**src/rtl/tdm_sync_pkg.sv**
```systemverilog
package tdm_sync_pkg;

    typedef enum logic [1:0] {
        SLOT_8   = 2'd0,
        SLOT_16  = 2'd1,
        SLOT_32  = 2'd2,
        SLOT_BAD = 2'd3
    } slot_code_e;

    typedef struct packed {
        logic       slave;
        logic       sync_long;
        logic       early;
        logic       inv;
        logic [1:0] slot_code;
    } mode_t;

    // slot length in bits for a slot code; 0 marks an unusable code
    function automatic logic [5:0] slot_bits(input logic [1:0] code);
        case (slot_code_e'(code))
            SLOT_8:  return 6'd8;
            SLOT_16: return 6'd16;
            SLOT_32: return 6'd32;
            default: return 6'd0;
        endcase
    endfunction

endpackage

```
**src/rtl/tdm_cfg_check.sv**
```systemverilog
module tdm_cfg_check
    import tdm_sync_pkg::*;
#(
    parameter int DIV_W = 10,
    parameter int CNT_W = 4
) (
    input  logic [DIV_W-1:0] div,
    input  logic [CNT_W-1:0] cnt,
    input  logic             sync_long,
    input  logic [1:0]       slot_code,
    output logic [5:0]       slot_len,
    output logic             err
);
    localparam int PW = DIV_W + CNT_W + 7;

    logic [PW-1:0] frame_bits;
    logic [PW-1:0] need_bits;
    logic [PW-1:0] len_w;

    always_comb begin
        slot_len   = slot_bits(slot_code);
        len_w      = PW'(slot_len);
        frame_bits = PW'(div) + PW'(1);
        need_bits  = len_w * PW'(cnt);
        err        = 1'b0;
        if (slot_code_e'(slot_code) == SLOT_BAD) begin
            err = 1'b1;
        end
        if (frame_bits < need_bits) begin
            err = 1'b1;
        end
        if (sync_long && (cnt <= CNT_W'(1)) && (frame_bits <= len_w)) begin
            err = 1'b1;
        end
    end

endmodule

```
**src/rtl/tdm_bit_timer.sv**
```systemverilog
module tdm_bit_timer #(
    parameter int HALF_DIV = 2
) (
    input  logic clk,
    input  logic rst_n,
    input  logic run,
    input  logic slave,
    input  logic inv,
    input  logic ext_bclk,
    input  logic ext_sync,
    output logic tick,
    output logic bclk_raw,
    output logic sync_lvl
);
    localparam int PER = 2 * HALF_DIV;
    localparam int CW  = (PER > 2) ? $clog2(PER) : 1;
    localparam logic [CW-1:0] LAST_C = CW'(PER - 1);
    localparam logic [CW-1:0] HALF_C = CW'(HALF_DIV);

    typedef struct packed {
        logic [CW-1:0] cnt;
        logic          armed;
        logic          bclk;
        logic [2:0]    bsync;
        logic [1:0]    ssync;
    } timer_t;

    timer_t tm_q, tm_d;
    logic   tick_c;

    always_comb begin
        tm_d       = tm_q;
        tick_c     = 1'b0;
        tm_d.bsync = {tm_q.bsync[1:0], ext_bclk};
        tm_d.ssync = {tm_q.ssync[0], ext_sync};
        if (!run || slave) begin
            tm_d.cnt   = '0;
            tm_d.armed = 1'b0;
            tm_d.bclk  = 1'b0;
            if (run && slave) begin
                tick_c = inv ? (!tm_q.bsync[1] && tm_q.bsync[2])
                             : (tm_q.bsync[1] && !tm_q.bsync[2]);
            end
        end else if (!tm_q.armed) begin
            tm_d.armed = 1'b1;
            tm_d.cnt   = '0;
            tm_d.bclk  = 1'b1;
            tick_c     = 1'b1;
        end else begin
            tick_c    = (tm_q.cnt == LAST_C);
            tm_d.cnt  = tick_c ? '0 : tm_q.cnt + CW'(1);
            tm_d.bclk = (tm_d.cnt < HALF_C);
        end
    end

    always_ff @(posedge clk or negedge rst_n) begin
        if (!rst_n) begin
            tm_q <= '0;
        end else begin
            tm_q <= tm_d;
        end
    end

    assign tick     = tick_c;
    assign bclk_raw = tm_q.bclk;
    assign sync_lvl = tm_q.ssync[1];


    bclk_rise_on_tick_chk: assert property (@(posedge clk) disable iff (!rst_n)
        (run && !slave && $rose(tm_q.bclk)) |-> (tm_q.cnt == '0));

endmodule

```
**src/rtl/tdm_frame_ctr.sv**
```systemverilog
module tdm_frame_ctr #(
    parameter int DIV_W = 10,
    parameter int CNT_W = 4
) (
    input  logic             clk,
    input  logic             rst_n,
    input  logic             run,
    input  logic             tick,
    input  logic             sync_lvl,
    input  logic             slave,
    input  logic             sync_long,
    input  logic             early,
    input  logic [DIV_W-1:0] div,
    input  logic [CNT_W-1:0] cnt,
    input  logic [5:0]       slot_len,
    output logic             fsync,
    output logic             frame_start,
    output logic             slot_start
);
    localparam int PW = DIV_W + CNT_W + 7;

    typedef struct packed {
        logic [DIV_W-1:0] pos;
        logic             started;
        logic             sync_prev;
        logic             fsync;
        logic             fs;
        logic             ss;
    } frame_t;

    frame_t           fr_q, fr_d;
    logic [DIV_W-1:0] pos_n;
    logic             adv;
    logic             rise;
    logic [PW-1:0]    pos_w;
    logic [PW-1:0]    len_w;
    logic [PW-1:0]    slots_end;

    always_comb begin
        fr_d      = fr_q;
        fr_d.fs   = 1'b0;
        fr_d.ss   = 1'b0;
        adv       = 1'b0;
        pos_n     = fr_q.pos;
        rise      = sync_lvl && !fr_q.sync_prev;
        len_w     = PW'(slot_len);
        slots_end = len_w * PW'(cnt);
        if (!run) begin
            fr_d = '0;
        end else if (tick) begin
            fr_d.sync_prev = sync_lvl;
            if (slave && rise) begin
                adv   = 1'b1;
                pos_n = (!sync_long && early) ? div : '0;
            end else if (!fr_q.started) begin
                if (!slave) begin
                    adv   = 1'b1;
                    pos_n = '0;
                end
            end else begin
                adv   = 1'b1;
                pos_n = (fr_q.pos == div) ? '0 : fr_q.pos + DIV_W'(1);
            end
        end
        pos_w = PW'(pos_n);
        if (run && tick && adv) begin
            fr_d.started = 1'b1;
            fr_d.pos     = pos_n;
            fr_d.fs      = (pos_n == '0);
            fr_d.ss      = (pos_w < slots_end) && ((pos_w & (len_w - PW'(1))) == '0);
            if (slave) begin
                fr_d.fsync = 1'b0;
            end else if (sync_long) begin
                fr_d.fsync = (pos_w < len_w);
            end else if (early) begin
                fr_d.fsync = (pos_n == div);
            end else begin
                fr_d.fsync = (pos_n == '0);
            end
        end
    end

    always_ff @(posedge clk or negedge rst_n) begin
        if (!rst_n) begin
            fr_q <= '0;
        end else begin
            fr_q <= fr_d;
        end
    end

    assign fsync       = fr_q.fsync;
    assign frame_start = fr_q.fs;
    assign slot_start  = fr_q.ss;


    late_sync_chk: assert property (@(posedge clk) disable iff (!rst_n || !run)
        (!slave && !sync_long && !early && $rose(fr_q.fsync)) |-> fr_q.fs);


    early_sync_chk: assert property (@(posedge clk) disable iff (!rst_n || !run)
        (!slave && !sync_long && early && $fell(fr_q.fsync)) |-> fr_q.fs);


    long_sync_chk: assert property (@(posedge clk) disable iff (!rst_n || !run)
        (!slave && sync_long && fr_q.fs) |-> fr_q.fsync);

endmodule

```
**src/rtl/tdm_sync_gen.sv**
```systemverilog
module tdm_sync_gen
    import tdm_sync_pkg::*;
#(
    parameter int DIV_W    = 10,
    parameter int CNT_W    = 4,
    parameter int HALF_DIV = 2
) (
    input  logic             clk,
    input  logic             rst_n,
    input  logic             en,
    input  logic             slave_sel,
    input  logic             sync_long,
    input  logic             sync_early,
    input  logic             clk_inv,
    input  logic [DIV_W-1:0] frame_div,
    input  logic [1:0]       slot_len_sel,
    input  logic [CNT_W-1:0] slot_cnt,
    input  logic             ext_bclk,
    input  logic             ext_sync,
    output logic             bclk_o,
    output logic             fsync_o,
    output logic             frame_start_o,
    output logic             slot_start_o,
    output logic             cfg_err_o
);
    typedef struct packed {
        logic             en;
        mode_t            mode;
        logic [DIV_W-1:0] div;
        logic [CNT_W-1:0] cnt;
        logic             err;
    } top_t;

    top_t       top_q, top_d;
    logic       chk_err;
    logic [5:0] slot_len;
    logic       run;
    logic       tick;
    logic       bclk_raw;
    logic       sync_lvl;

    tdm_cfg_check #(.DIV_W(DIV_W), .CNT_W(CNT_W)) u_check (
        .div       (top_q.div),
        .cnt       (top_q.cnt),
        .sync_long (top_q.mode.sync_long),
        .slot_code (top_q.mode.slot_code),
        .slot_len  (slot_len),
        .err       (chk_err)
    );

    always_comb begin
        top_d                = top_q;
        top_d.en             = en;
        top_d.mode.slave     = slave_sel;
        top_d.mode.sync_long = sync_long;
        top_d.mode.early     = sync_early;
        top_d.mode.inv       = clk_inv;
        top_d.mode.slot_code = slot_len_sel;
        top_d.div            = frame_div;
        top_d.cnt            = slot_cnt;
        top_d.err            = chk_err;
    end

    always_ff @(posedge clk or negedge rst_n) begin
        if (!rst_n) begin
            top_q <= '0;
        end else begin
            top_q <= top_d;
        end
    end

    assign run = top_q.en && !top_q.err;

    tdm_bit_timer #(.HALF_DIV(HALF_DIV)) u_timer (
        .clk      (clk),
        .rst_n    (rst_n),
        .run      (run),
        .slave    (top_q.mode.slave),
        .inv      (top_q.mode.inv),
        .ext_bclk (ext_bclk),
        .ext_sync (ext_sync),
        .tick     (tick),
        .bclk_raw (bclk_raw),
        .sync_lvl (sync_lvl)
    );

    tdm_frame_ctr #(.DIV_W(DIV_W), .CNT_W(CNT_W)) u_frame (
        .clk         (clk),
        .rst_n       (rst_n),
        .run         (run),
        .tick        (tick),
        .sync_lvl    (sync_lvl),
        .slave       (top_q.mode.slave),
        .sync_long   (top_q.mode.sync_long),
        .early       (top_q.mode.early),
        .div         (top_q.div),
        .cnt         (top_q.cnt),
        .slot_len    (slot_len),
        .fsync       (fsync_o),
        .frame_start (frame_start_o),
        .slot_start  (slot_start_o)
    );

    assign bclk_o    = top_q.mode.slave ? 1'b0 : (bclk_raw ^ top_q.mode.inv);
    assign cfg_err_o = top_q.err;


    err_idle_chk: assert property (@(posedge clk) disable iff (!rst_n)
        (cfg_err_o && $past(cfg_err_o)) |-> (!fsync_o && !frame_start_o && !slot_start_o));


    disabled_idle_chk: assert property (@(posedge clk) disable iff (!rst_n)
        (!top_q.en && !$past(top_q.en)) |-> (!fsync_o && !frame_start_o && !slot_start_o));


    slot_with_frame_chk: assert property (@(posedge clk) disable iff (!rst_n)
        (frame_start_o && (top_q.cnt != '0)) |-> slot_start_o);

endmodule

```
**config.mk**
```make
export PLATFORM = sky130hd
export DESIGN_NAME = tdm_sync_gen
export DESIGN_NICKNAME = d
export VERILOG_FILES = /design/src/rtl/tdm_sync_pkg.sv /design/src/rtl/tdm_cfg_check.sv /design/src/rtl/tdm_bit_timer.sv /design/src/rtl/tdm_frame_ctr.sv /design/src/rtl/tdm_sync_gen.sv
export SDC_FILE = /design/constraint.sdc
export NUM_CORES = 1
export LEC_CHECK = 0
export BUFFER_PORTS_ARGS = -buffer_cell sky130_fd_sc_hd__buf_2
export CORE_ASPECT_RATIO = 2
export CORE_UTILIZATION = 45
export DETAILED_ROUTE_END_ITERATION = 10
export SLEW_MARGIN = 5
export SYNTH_ARGS = -nofsm -noshare
export SYNTH_HDL_FRONTEND = slang
export SYNTH_SLANG_ARGS = --single-unit
```
**constraint.sdc**
```tcl
create_clock -name clk -period 4.4 [get_ports clk]
set_input_delay 0.88 -clock clk [delete_from_list [all_inputs] [get_ports clk]]
set_output_delay 0.88 -clock clk [all_outputs]
set_load 0.1 [all_outputs]
```
==> summary.md, run 1 <==
| Metric | Value |
|---|---|
| Worst-skew pair later-pin latency | `0.30 ns` |
| Post-CTS Resized | `0` |
| GPL Wtd Cong | `about 1` |
| Max Clk Rate | `about 270 MHz` |
| Synth area leader | `dfrtp_1` |
| Worst Setup Slack, final | `between 0.6 and 0.7 ns` |
| DP Worst Slack | `0.7393 ns` |
| Cell count after synthesis | `between 300 and 400` |
| Library cells used by synthesis | `a little under 60` |
| Yosys top cell area share | `0.3386` |
| CTS tree | `done` |
| Hold WS | `roughly 0.35 ns` |
| Setup_tns | `0 ns` |
| Cell family with most CP delay | `compound AO/OA/AOI/OAI gates` |
| Count leader, synth | `dfrtp_1` |
| Int Pwr | `approximately 740 µW` |
| Full die area | `a little under 8000 µm²` |
| DR iter-0 viols | `242` |
| Rel. slew slack | `0.3023` |
| Hold Fails Final Rpt | `0` |
| Number of port buffers | `29` |
| Worst-margin pin slew | `1.047 ns` |
| Mux cell area share after synthesis | `0.002944` |
| 1st-pass router iterations | `5` |
| Kind of critical path | `register to register` |
| Busiest grt layer | `met2` |
| Final Cycle Share | `0.8456` |
| Mean Syn Cell Area | `9.263 µm²` |
| FF+latch count, synth | `46` |
| CTS clk-pin slew, worst paths | `around 0.07 ns` |
| Mean number of vias per cell | `slightly above 6` |
| First-pass GRT wire length | `16.34 mm` |
| Root Buffer | `clkbuf_16` |
| CP Cell Sequence | `nor2b_1 > o221ai_1 > nand2b_1 > o2bb2ai_1 > a211oi_1 > inv_1 > ha_1 > o21a_1 > o21a_1 > o21a_1 > o21ai_0 > nand2b_1 > a21oi_1 > nor2b_1 > a2111oi_4` |
| Die span in y | `roughly 120 µm` |
| Crit-path most repeated cell | `o21a_1` |
| Post-synth EDFFs | `0` |
| WP data arrival | `between 3 and 4 ns` |
| DRC violation count after routing | `0` |
| Drt total wl | `between 10 and 15 mm` |
| Synth area leaders | `dfrtp_1 (34%), ha_1 (12%), xnor2_1 (3.3%)` |
| Logic gate share of total power | `0.189` |
| CP Data Required Time | `4.59 ns` |
| YS warnings | `0` |
| Switching share of power | `0.3059` |
| Crit Path Max Fanout | `8` |
| Total gr overflow | `0` |
| VDD IR max | `around 0.15 mV` |
| Switching Power | `326.9 µW` |
| Post-route cell area | `~3800 µm²` |
| Post-CTS setup buffer count | `0` |
| Largest buffer count on any clock path | `2` |
| Top cells by count, synth | `dfrtp_1 (46), ha_1 (32), nand2_1 (27), inv_1 (22), a21oi_1 (19)` |
| XOR/XNOR Fraction of Synth Area | `0.06331` |
| CTS sink count | `46` |
| Dpl cell area | `between 3000 and 4000 µm²` |
| Final Total Pwr | `1.069 mW` |
| Post-synth ARST share | `1.000` |
| CP Capture Type | `register` |
| Clock share of power | `0.374` |
| M2 GR Usage | `0.5194` |
| Unrepaired setup endpoints after global routing | `false` |
| Row count | `44` |
| CP peak stage delay | `between 0.4 and 0.5 ns` |
| Fraction of layout cells with a size suffix above 1 | `0.1345` |
| CTS H-tree depth | `2` |
| Initial Util | `0.4678` |
| ANT cells | `0` |
| Antenna violations before repair | `0` |
| Final setup violation count | `0` |
| Syn Std Cell Area | `~3400 µm²` |
| CP bufs+invs | `1` |
| Tot GR Track Use | `0.2815` |
| Sequential fraction of the synthesis area | `0.3386` |
| Die width | `roughly 63 µm` |
| Main combinational cell family by area after synthesis | `simple AND/OR/NAND/NOR gates` |
| Tmin final | `3.721 ns` |
| Critical path launch point type | `register` |
| Fin cells | `486` |
| Pin count of the biggest net entering global routing | `47` |
| Area grow syn2layout | `11.04%` |
| Fin nets | `about 450` |
| Power Density | `about 280 nW/µm²` |
| WL/cell | `~21 µm` |
| Slew Limit Fails | `0` |
| Vias | `3031` |
| GRT met3 Usage | `0.04121` |
| Post-synth top flop | `dfrtp_1` |
| Syn Nets | `about 430` |
| I/O Pins | `30` |
| Total core area | `roughly 7300 µm²` |
| Hpwl dp | `a little over 8 mm` |
| Leakage Power | `around 1.7 nW` |
| Maxcap violations | `0` |
| Num CTS Buffers | `5` |
| Post-synthesis adder-cell area fraction | `0.1296` |
| Simple-gate portion of the synthesized area | `0.2135` |
| Vias in the first global route | `3025` |
| Hold_buf cts | `0` |
| ANT nets after route | `0` |
| Placed insts | `~480` |
| Global Route met1 Usage | `0.2800` |
| Hold WC Path Type | `register to register` |
| Seq pwr share | `0.436` |
| Worst path slowest cell | `nor2b_1` |
| Worst Skew | `0.005877 ns` |
| Status | `complete, no violations` |
| Final Util | `0.5195` |
| Compound-gate portion of the synthesized area | `0.2039` |
## kinds of logic (layout without fill, tap and decap cells)
family	after synthesis	count (layout)
AO/OA/AOI/OAI	95	95
XOR/XNOR	22	22
adder cells (fa/ha/maj)	34	34
buffers and inverters	38	65
flip-flops	46	46
multiplexers	1	1
AND/OR/NAND/NOR	131	131
## power groups by stage
stage / sequential [mW] / combinational (mW) / clock (mW)
CTS: 0.466 / 0.202 / 0.404
detailed placement: 0.474 / 0.201 / 0
global route: 0.468 / 0.221 / 0.421
finish: 0.466 / 0.202 / 0.400
floorplan: 0.480 / 0.125 / 0
global placement: 0.473 / 0.199 / 0
## sequential cells by signal (all words and copies together) (netlist names)
name	count
u_frame.fsync	1
u_timer.tm_d	3
u_timer.sync_lvl	1
u_frame.frame_start	1
u_frame.fr_q	12
top_q	21
u_frame.slot_start	1
u_timer.tm_q	4
u_timer.bclk_raw	1
cfg_err_o	1
## path summary, 6_finish.rpt
check	from	endpoint	slack, ns	cells past startpoint
max	cfg_err_o	u_frame.slot_start	0.68	15
min	u_timer.tm_d[1]	u_timer.sync_lvl	0.35	0
max reg2reg	cfg_err_o	u_frame.slot_start	0.68	15
min reg2reg	u_timer.tm_d[1]	u_timer.sync_lvl	0.35	0
max in group asynchronous	rst_n	u_frame.fr_q[8]	2.98	1
min in group asynchronous	rst_n	top_q[20]	0.77	1
## cells in the final DEF, fill, tap and decap left out, types with 7 or more instances in the layout
cell,n
a211oi_1,8
a21oi_1,19
and2_1,13
buf_2,29
dfrtp_1,46
ha_1,32
inv_1,22
nand2_1,27
nand2b_1,9
nand3_1,9
nor2_1,17
nor2b_1,7
nor3_1,10
nor4_1,7
o21a_1,7
o21ai_0,10
o31ai_1,7
xnor2_1,13
## cell type report
cell class / instances / area, µm²
fill: 718 / 3492
multi-input combinational: 283 / 2085
sequential: 46 / 1151
timing repair buffer: 35 / 190.2
clock buffer: 7 / 142.6
tap: 92 / 115.1
inverter: 22 / 82.58
clock inverter: 1 / 8.758
## routing by layer
layer	up-vias	wire length (µm)
met5	-	0
met4	0	602
met1	1479	3607
met2	103	5804
met3	46	360
li1	1403	-
No activity file was read; power rests on OpenSTA's default activity.
==> inputs of run 2 (changes only) <==
PLACE_DENSITY = 0.65   (was default)
clock period = 3.1 ns   (was 4.4 ns; I/O delays follow)
==> run 2 against run 1 <==
Against the previous run:
- clock-buffer cell count is 2 lower
- clock skew is 0.00064 ns lower
- cell area is 23% higher
- wire length rose by 13%
- largest cell class unchanged
- highest routed layer unchanged
- the flow now finishes with violations (negative setup slack)
- total power rose by 50%
- first-iteration DRC count up 2.5%
- utilization rose by 12 points
- critical endpoint unchanged
==> summary.md, run 2 (same netlist as run 1, synthesis figures left out) <==
| Metric | Value |
|---|---|
| DRC violation count after routing | `0 (unchanged)` |
| CTS tree | `done` |
| FF-to-FF setup slack | `-0.12 ns (-0.80 ns)` |
| CTS clk-pin slew, worst paths | `0.07 ns (about the same)` |
| VDD IR max | `0.2782 mV (+84%)` |
| CP Data Required Time | `3.29 ns (-1.30 ns)` |
| CTS sink count | `46 (unchanged)` |
| Full die area | `7927 µm² (unchanged)` |
| Antenna violations before repair | `0 (unchanged)` |
| Switching share of power | `0.3131 (+0.007248)` |
| Total gr overflow | `0 (unchanged)` |
| Num CTS Buffers | `5 (unchanged)` |
| Final setup violation count | `2 (+2)` |
| Final Cycle Share | `1.040 (+0.1941)` |
| Largest regs | `top_q (21), u_frame.fr_q (12), u_timer.tm_q (4)` |
| Most frequent cells in the layout | `buf_4 (87), dfrtp_1 (43), buf_2 (29)` |
| Tot GR Track Use | `0.3184 (+0.03688)` |
| Leakage Power | `2.189 nW (+25%)` |
| Reg2Reg Depth | `14 (-1)` |
| Largest buffer count on any clock path | `2 (unchanged)` |
| Unrepaired setup endpoints after global routing | `true` |
| Row count | `44 (unchanged)` |
| Slew Limit Fails | `0 (unchanged)` |
| Worst-skew pair later-pin latency | `0.29 ns (about the same)` |
| Hold path cells | `0 (unchanged)` |
| First-pass GRT wire length | `18.50 mm (+13%)` |
| Area grow syn2layout | `36.07%` |
| Die width | `63.46 µm (unchanged)` |
| Hold WS | `0.3528 ns (+0.005146 ns)` |
| Power Density | `347.2 nW/µm² (+23%)` |
| WHS Endpoint | `u_timer.tm_d[4]` |
| Seq pwr share | `0.402 (-0.034)` |
| Fraction of layout cells with a size suffix above 1 | `0.3690 (+0.2345)` |
| Maxcap violations | `0 (unchanged)` |
| Top reg by flops | `top_q` |
| Pin count of the biggest net entering global routing | `32 (-32%)` |
| Hpwl dp | `9.655 mm (+20%)` |
| Hold path startpoint | `u_timer.tm_d[3]` |
| Max Clk Rate | `310.3 MHz (+15%)` |
| Critical R2R Launch | `top_q[15]` |
| ANT cells | `0 (unchanged)` |
| Worst Setup Slack, final | `-0.1230 ns (-0.8023 ns)` |
| Crit Path Max Fanout | `4 (-4)` |
| GPL Wtd Cong | `1.013 (+0.41%)` |
| DP Worst Slack | `-0.3032 ns (-1.043 ns)` |
| Switching Power | `502.8 µW (+54%)` |
| Vias | `3331 (+9.9%)` |
| DR iter-0 viols | `248 (+2.5%)` |
| Max reg flops | `21 (unchanged)` |
| Worst-margin pin slew | `0.6827 ns (-0.3639 ns)` |
| WP data arrival | `3.42 ns (-0.49 ns)` |
| Total core area | `7267 µm² (unchanged)` |
| 1st-pass router iterations | `4 (-1)` |
| Hold WC Path Type | `register to register` |
| Int Pwr | `1.103 mW (+49%)` |
| Mean number of vias per cell | `5.854 (-6.1%)` |
| Kind of critical path | `register to register` |
| Status | `complete, but fails checks` |
| Rel. slew slack | `0.5449 (+0.2426)` |
| WL/cell | `20.62 µm (-3.4%)` |
| Number of port buffers | `29 (unchanged)` |
| Hold Fails Final Rpt | `0 (unchanged)` |
| Final Util | `0.6365 (+0.1171)` |
| Final Total Pwr | `1.606 mW (+50%)` |
| Reg-to-Reg End | `u_frame.slot_start` |
| Commonest non-fill, non-tap cell in the layout | `buf_4` |
| Failing checks | `negative setup slack` |
| Vias in the first global route | `3562 (+18%)` |
| Clock share of power | `0.343 (-0.031)` |
| I/O Pins | `30 (unchanged)` |
| Tmin final | `3.223 ns (-0.4977 ns)` |
| Initial Util | `0.4678 (unchanged)` |
| ANT nets after route | `0 (unchanged)` |
| Fin nets | `535 (+18%)` |
| Drt total wl | `11.73 mm (+13%)` |
| Die span in y | `124.9 µm (unchanged)` |
| Hold_buf cts | `0 (unchanged)` |
| CP Capture Type | `register` |
| Root Buffer | `clkbuf_16` |
| Worst Skew | `0.005240 ns (-0.0006362 ns)` |
| Logic gate share of total power | `0.255 (+0.066)` |
| Critical path launch point type | `register` |
| CTS H-tree depth | `2 (unchanged)` |
run 2: changes by cell type in the layout (fill, tap and decap cells not counted), moves of 4 or more:
cell    delta
and2_1     -4
and2_4     +4
buf_4     +81
ha_1       -6
ha_4       +4
run 2: worst max path at each step:
stage	to	start	slack [ns]	cells after the start
after floorplan	u_frame.slot_start	top_q[15]	0.003	12
after global placement	u_frame.slot_start	top_q[15]	-0.21	12
after detailed placement	u_frame.slot_start	top_q[15]	-0.30	12
after CTS	cfg_err_o	top_q[16]	-0.17	13
after global routing	u_frame.slot_start	top_q[12]	-0.25	16
final	u_frame.slot_start	top_q[15]	-0.12	14
run 2: final cells by class:
cell class / count / area, µm²
inverters: 22 / 82.58
fillers: 660 / 2641
well taps: 92 / 115.1
clock buffers: 5 / 125.1
multi-input cells: 283 / 2300
clock inverters: 3 / 25.02
repair buffers: 118 / 820.8
flip-flops and latches: 46 / 1157
run 2: metal layers:
layer | global-route usage | vias up | wire length [µm] | part of all wire
li1 | - | 1570 | - | -
met1 | 0.2967 | 1563 | 3769 | 0.32
met2 | 0.5832 | 132 | 6259 | 0.53
met3 | 0.03663 | 66 | 445 | 0.038
met4 | 0.2781 | 0 | 1260 | 0.11
met5 | 0 | - | 0 | 0
run 2: power groups by stage:
stage | registers (mW) | logic [mW] | clock network (mW)
global placement | 0.657 | 0.372 | 0
detailed placement | 0.657 | 0.375 | 0
CTS | 0.646 | 0.393 | 0.564
global route | 0.649 | 0.442 | 0.584
finish | 0.646 | 0.410 | 0.550
floorplan | 0.684 | 0.187 | 0
run 2: timing repair:
item                                    4_1_cts  5_1_grt
buffers inserted                              1        3
pin swaps                                    18       16
gates resized for setup                      20       14
endpoints found under the setup margin        3        3
run 2: critical path, cell delays in order, from the launching register on:
cell	delay (ns)
dfrtp_2	0.44
buf_6	0.13
nor2b_4	0.11
and2_4	0.15
fa_1	0.44
ha_4	0.30
inv_2	0.03
fa_2	0.59
ha_4	0.21
o21a_1	0.10
o21ai_1	0.12
nand2b_1	0.08
a21oi_2	0.17
nor2b_4	0.06
a2111oi_4	0.18
run 2: through the flow:
step	setup TNS (ns)	instance area, µm²	std cells
floorplan	0	3485	367
global placement	-0.4146	4287	557
detailed placement	-0.5221	4287	557
CTS	-0.2963	4528	566
global route	-0.5376	4626	569
finish	-0.2299	4626	569
==> inputs of run 3 (changes only) <==
PLACE_DENSITY = default   (was 0.65)
clock period = 3.9 ns   (was 3.1 ns; I/O delays follow)
==> run 3 against run 2 <==
Against the previous run:
- wire length down 8.3%
- hold slack worse by 0.00066 ns
- critical path type unchanged
- the flow now finishes without violations
- sequential power down 20%
- global-route usage down 2.5 points
- clock skew down 0.0017 ns
==> summary.md, run 3 (same netlist as run 1, synthesis figures left out) <==
| Metric | Value |
|---|---|
| Crit path capture | `u_frame.slot_start` |
| Area grow syn2layout | `14.06%` |
| Drt total wl | `10.76 mm (-8.3%)` |
| Switching share of power | `0.3080 (-0.005093)` |
| Num CTS Buffers | `5 (unchanged)` |
| Tot GR Track Use | `0.2931 (-0.02529)` |
| CTS tree | `done` |
| Kind of critical path | `register to register` |
| Hold WS | `0.3522 ns (-0.0006570 ns)` |
| ANT cells | `0 (unchanged)` |
| Post-CTS Resized | `0 (-100%)` |
| Int Pwr | `824.0 µW (-25%)` |
| Final setup violation count | `0 (-2)` |
| Antenna violations before repair | `0 (unchanged)` |
| Final Total Pwr | `1.191 mW (-26%)` |
| Status | `complete, no violations` |
| Critical path launch point type | `register` |
| Rel. slew slack | `0.3190 (-0.2259)` |
| FF-to-FF setup slack | `0.22 ns (+0.34 ns)` |
| Clock share of power | `0.357 (+0.014)` |
| Fin nets | `465 (-13%)` |
| Seq pwr share | `0.436 (+0.034)` |
| Commonest non-fill, non-tap cell in the layout | `dfrtp_1` |
| Pin count of the biggest net entering global routing | `47 (+47%)` |
| Full die area | `7927 µm² (unchanged)` |
| ANT nets after route | `0 (unchanged)` |
| Total gr overflow | `0 (unchanged)` |
| CP Capture Type | `register` |
| Largest buffer count on any clock path | `2 (unchanged)` |
| Total core area | `7267 µm² (unchanged)` |
| Critical R2R Launch | `u_frame.fr_q[3]` |
| Worst-margin pin slew | `1.022 ns (+0.3388 ns)` |
| Most frequent cells in the layout | `dfrtp_1 (46), ha_1 (32), buf_2 (29)` |
| Vias in the first global route | `3238 (-9.1%)` |
| Tmin final | `3.684 ns (+0.4608 ns)` |
| Max reg flops | `21 (unchanged)` |
| Switching Power | `366.8 µW (-27%)` |
| Die span in y | `124.9 µm (unchanged)` |
| DR iter-0 viols | `258 (+4.0%)` |
| WP data arrival | `3.87 ns (+0.45 ns)` |
| Max Clk Rate | `271.5 MHz (-13%)` |
| First-pass GRT wire length | `17.15 mm (-7.3%)` |
| Slew Limit Fails | `0 (unchanged)` |
| Row count | `44 (unchanged)` |
| 1st-pass router iterations | `4 (unchanged)` |
| Power Density | `307.1 nW/µm² (-12%)` |
| Largest regs | `top_q (21), u_frame.fr_q (12), u_timer.tm_q (4)` |
| I/O Pins | `30 (unchanged)` |
| Die width | `63.46 µm (unchanged)` |
| Hold Fails Final Rpt | `0 (unchanged)` |
| Number of port buffers | `29 (unchanged)` |
| CP Data Required Time | `4.09 ns (+0.80 ns)` |
| Leakage Power | `1.812 nW (-17%)` |
| Logic gate share of total power | `0.207 (-0.048)` |
| Fraction of layout cells with a size suffix above 1 | `0.1695 (-0.1994)` |
| VDD IR max | `0.1988 mV (-29%)` |
| Worst Setup Slack, final | `0.2162 ns (+0.3392 ns)` |
| DP Worst Slack | `0.2013 ns (+0.5046 ns)` |
| DRC violation count after routing | `0 (unchanged)` |
| Hpwl dp | `8.503 mm (-12%)` |
| Hold WC Path Type | `register to register` |
| Final Cycle Share | `0.9446 (-0.09511)` |
| Top reg by flops | `top_q` |
| Post-CTS setup buffer count | `0 (-1)` |
| Filler Cells Inserted | `708 (+7.3%)` |
| Hold_buf cts | `0 (unchanged)` |
| Vias | `3077 (-7.6%)` |
| Maxcap violations | `0 (unchanged)` |
| Reg2Reg Depth | `13 (-1)` |
| Reg-to-Reg End | `u_frame.slot_start` |
| WL/cell | `21.56 µm (+4.6%)` |
| Critical Path Source | `u_frame.fr_q[3]` |
| CTS sink count | `46 (unchanged)` |
| Root Buffer | `clkbuf_16` |
| Worst Skew | `0.003534 ns (-0.001707 ns)` |
| Initial Util | `0.4678 (unchanged)` |
| Worst-skew pair later-pin latency | `0.30 ns (about the same)` |
| GPL Wtd Cong | `1.082 (+6.9%)` |
| CTS H-tree depth | `2 (unchanged)` |
| Crit Path Max Fanout | `7 (+3)` |
| Mean number of vias per cell | `6.166 (+5.3%)` |
| CTS clk-pin slew, worst paths | `0.06 ns (about the same)` |
[run 3: layout make-up]
cell class,count,area [µm²],area share
inverters,22,82.58,0.02130
well taps,92,115.1,0.02969
clock buffers,6,128.9,0.03324
multi-input cells,283,2098,0.5411
flip-flops and latches,46,1151,0.2969
repair buffers,48,287.8,0.07422
clock inverters,2,13.76,0.003550
[run 3: metal layers]
metal / GRT usage / wire [µm] / part of all wire
met1: 0.2861 / 3563 / 0.33
met2: 0.5275 / 5893 / 0.55
met3: 0.04396 / 446 / 0.041
met4: 0.2313 / 856 / 0.080
met5: 0 / 0 / 0
[run 3: worst max-delay path, stage by stage, from the launching register on]
cell,delay [ns]
dfrtp_1,0.39
nand3b_1,0.27
or2_2,0.43
nor3_1,0.74
a22oi_1,0.21
nand2_1,0.26
ha_1,0.27
o21a_1,0.10
o21a_1,0.16
o21ai_0,0.15
nand2b_1,0.09
a21oi_1,0.15
nor2b_1,0.09
a2111oi_4,0.27
[run 3: how the worst min path moves through the flow]
stage                          startpoint                to  slack, ns  cells past startpoint
after detailed placement  u_timer.tm_d[1]  u_timer.sync_lvl       0.34                      0
after CTS                 u_timer.tm_d[1]  u_timer.sync_lvl       0.36                      0
after global placement    u_timer.tm_d[1]  u_timer.sync_lvl       0.33                      0
after floorplan           u_timer.tm_d[1]  u_timer.sync_lvl       0.33                      0
final                     u_timer.tm_d[1]  u_timer.sync_lvl       0.35                      0
after global routing      u_timer.tm_d[1]  u_timer.sync_lvl       0.37                      0
[run 3: through the flow]
stage | utilization | std cells | TNS (ns) | instance area, µm²
3_3_place_gp | 0.5121 | 491 | 0 | 3721
6_report | 0.5336 | 499 | 0 | 3877
3_5_place_dp | 0.5121 | 491 | 0 | 3721
4_1_cts | 0.5317 | 499 | 0 | 3864
2_1_floorplan | - | 367 | 0 | 3400
5_1_grt | 0.5336 | 499 | -0.0004112 | 3877
[run 3: power by group through the flow]
stage | combinational (mW) | sequential, mW | clock, mW
after global placement | 0.239 | 0.527 | 0
final | 0.247 | 0.519 | 0.425
after floorplan | 0.141 | 0.541 | 0
after global routing | 0.271 | 0.522 | 0.443
after detailed placement | 0.244 | 0.527 | 0
after CTS | 0.245 | 0.518 | 0.430
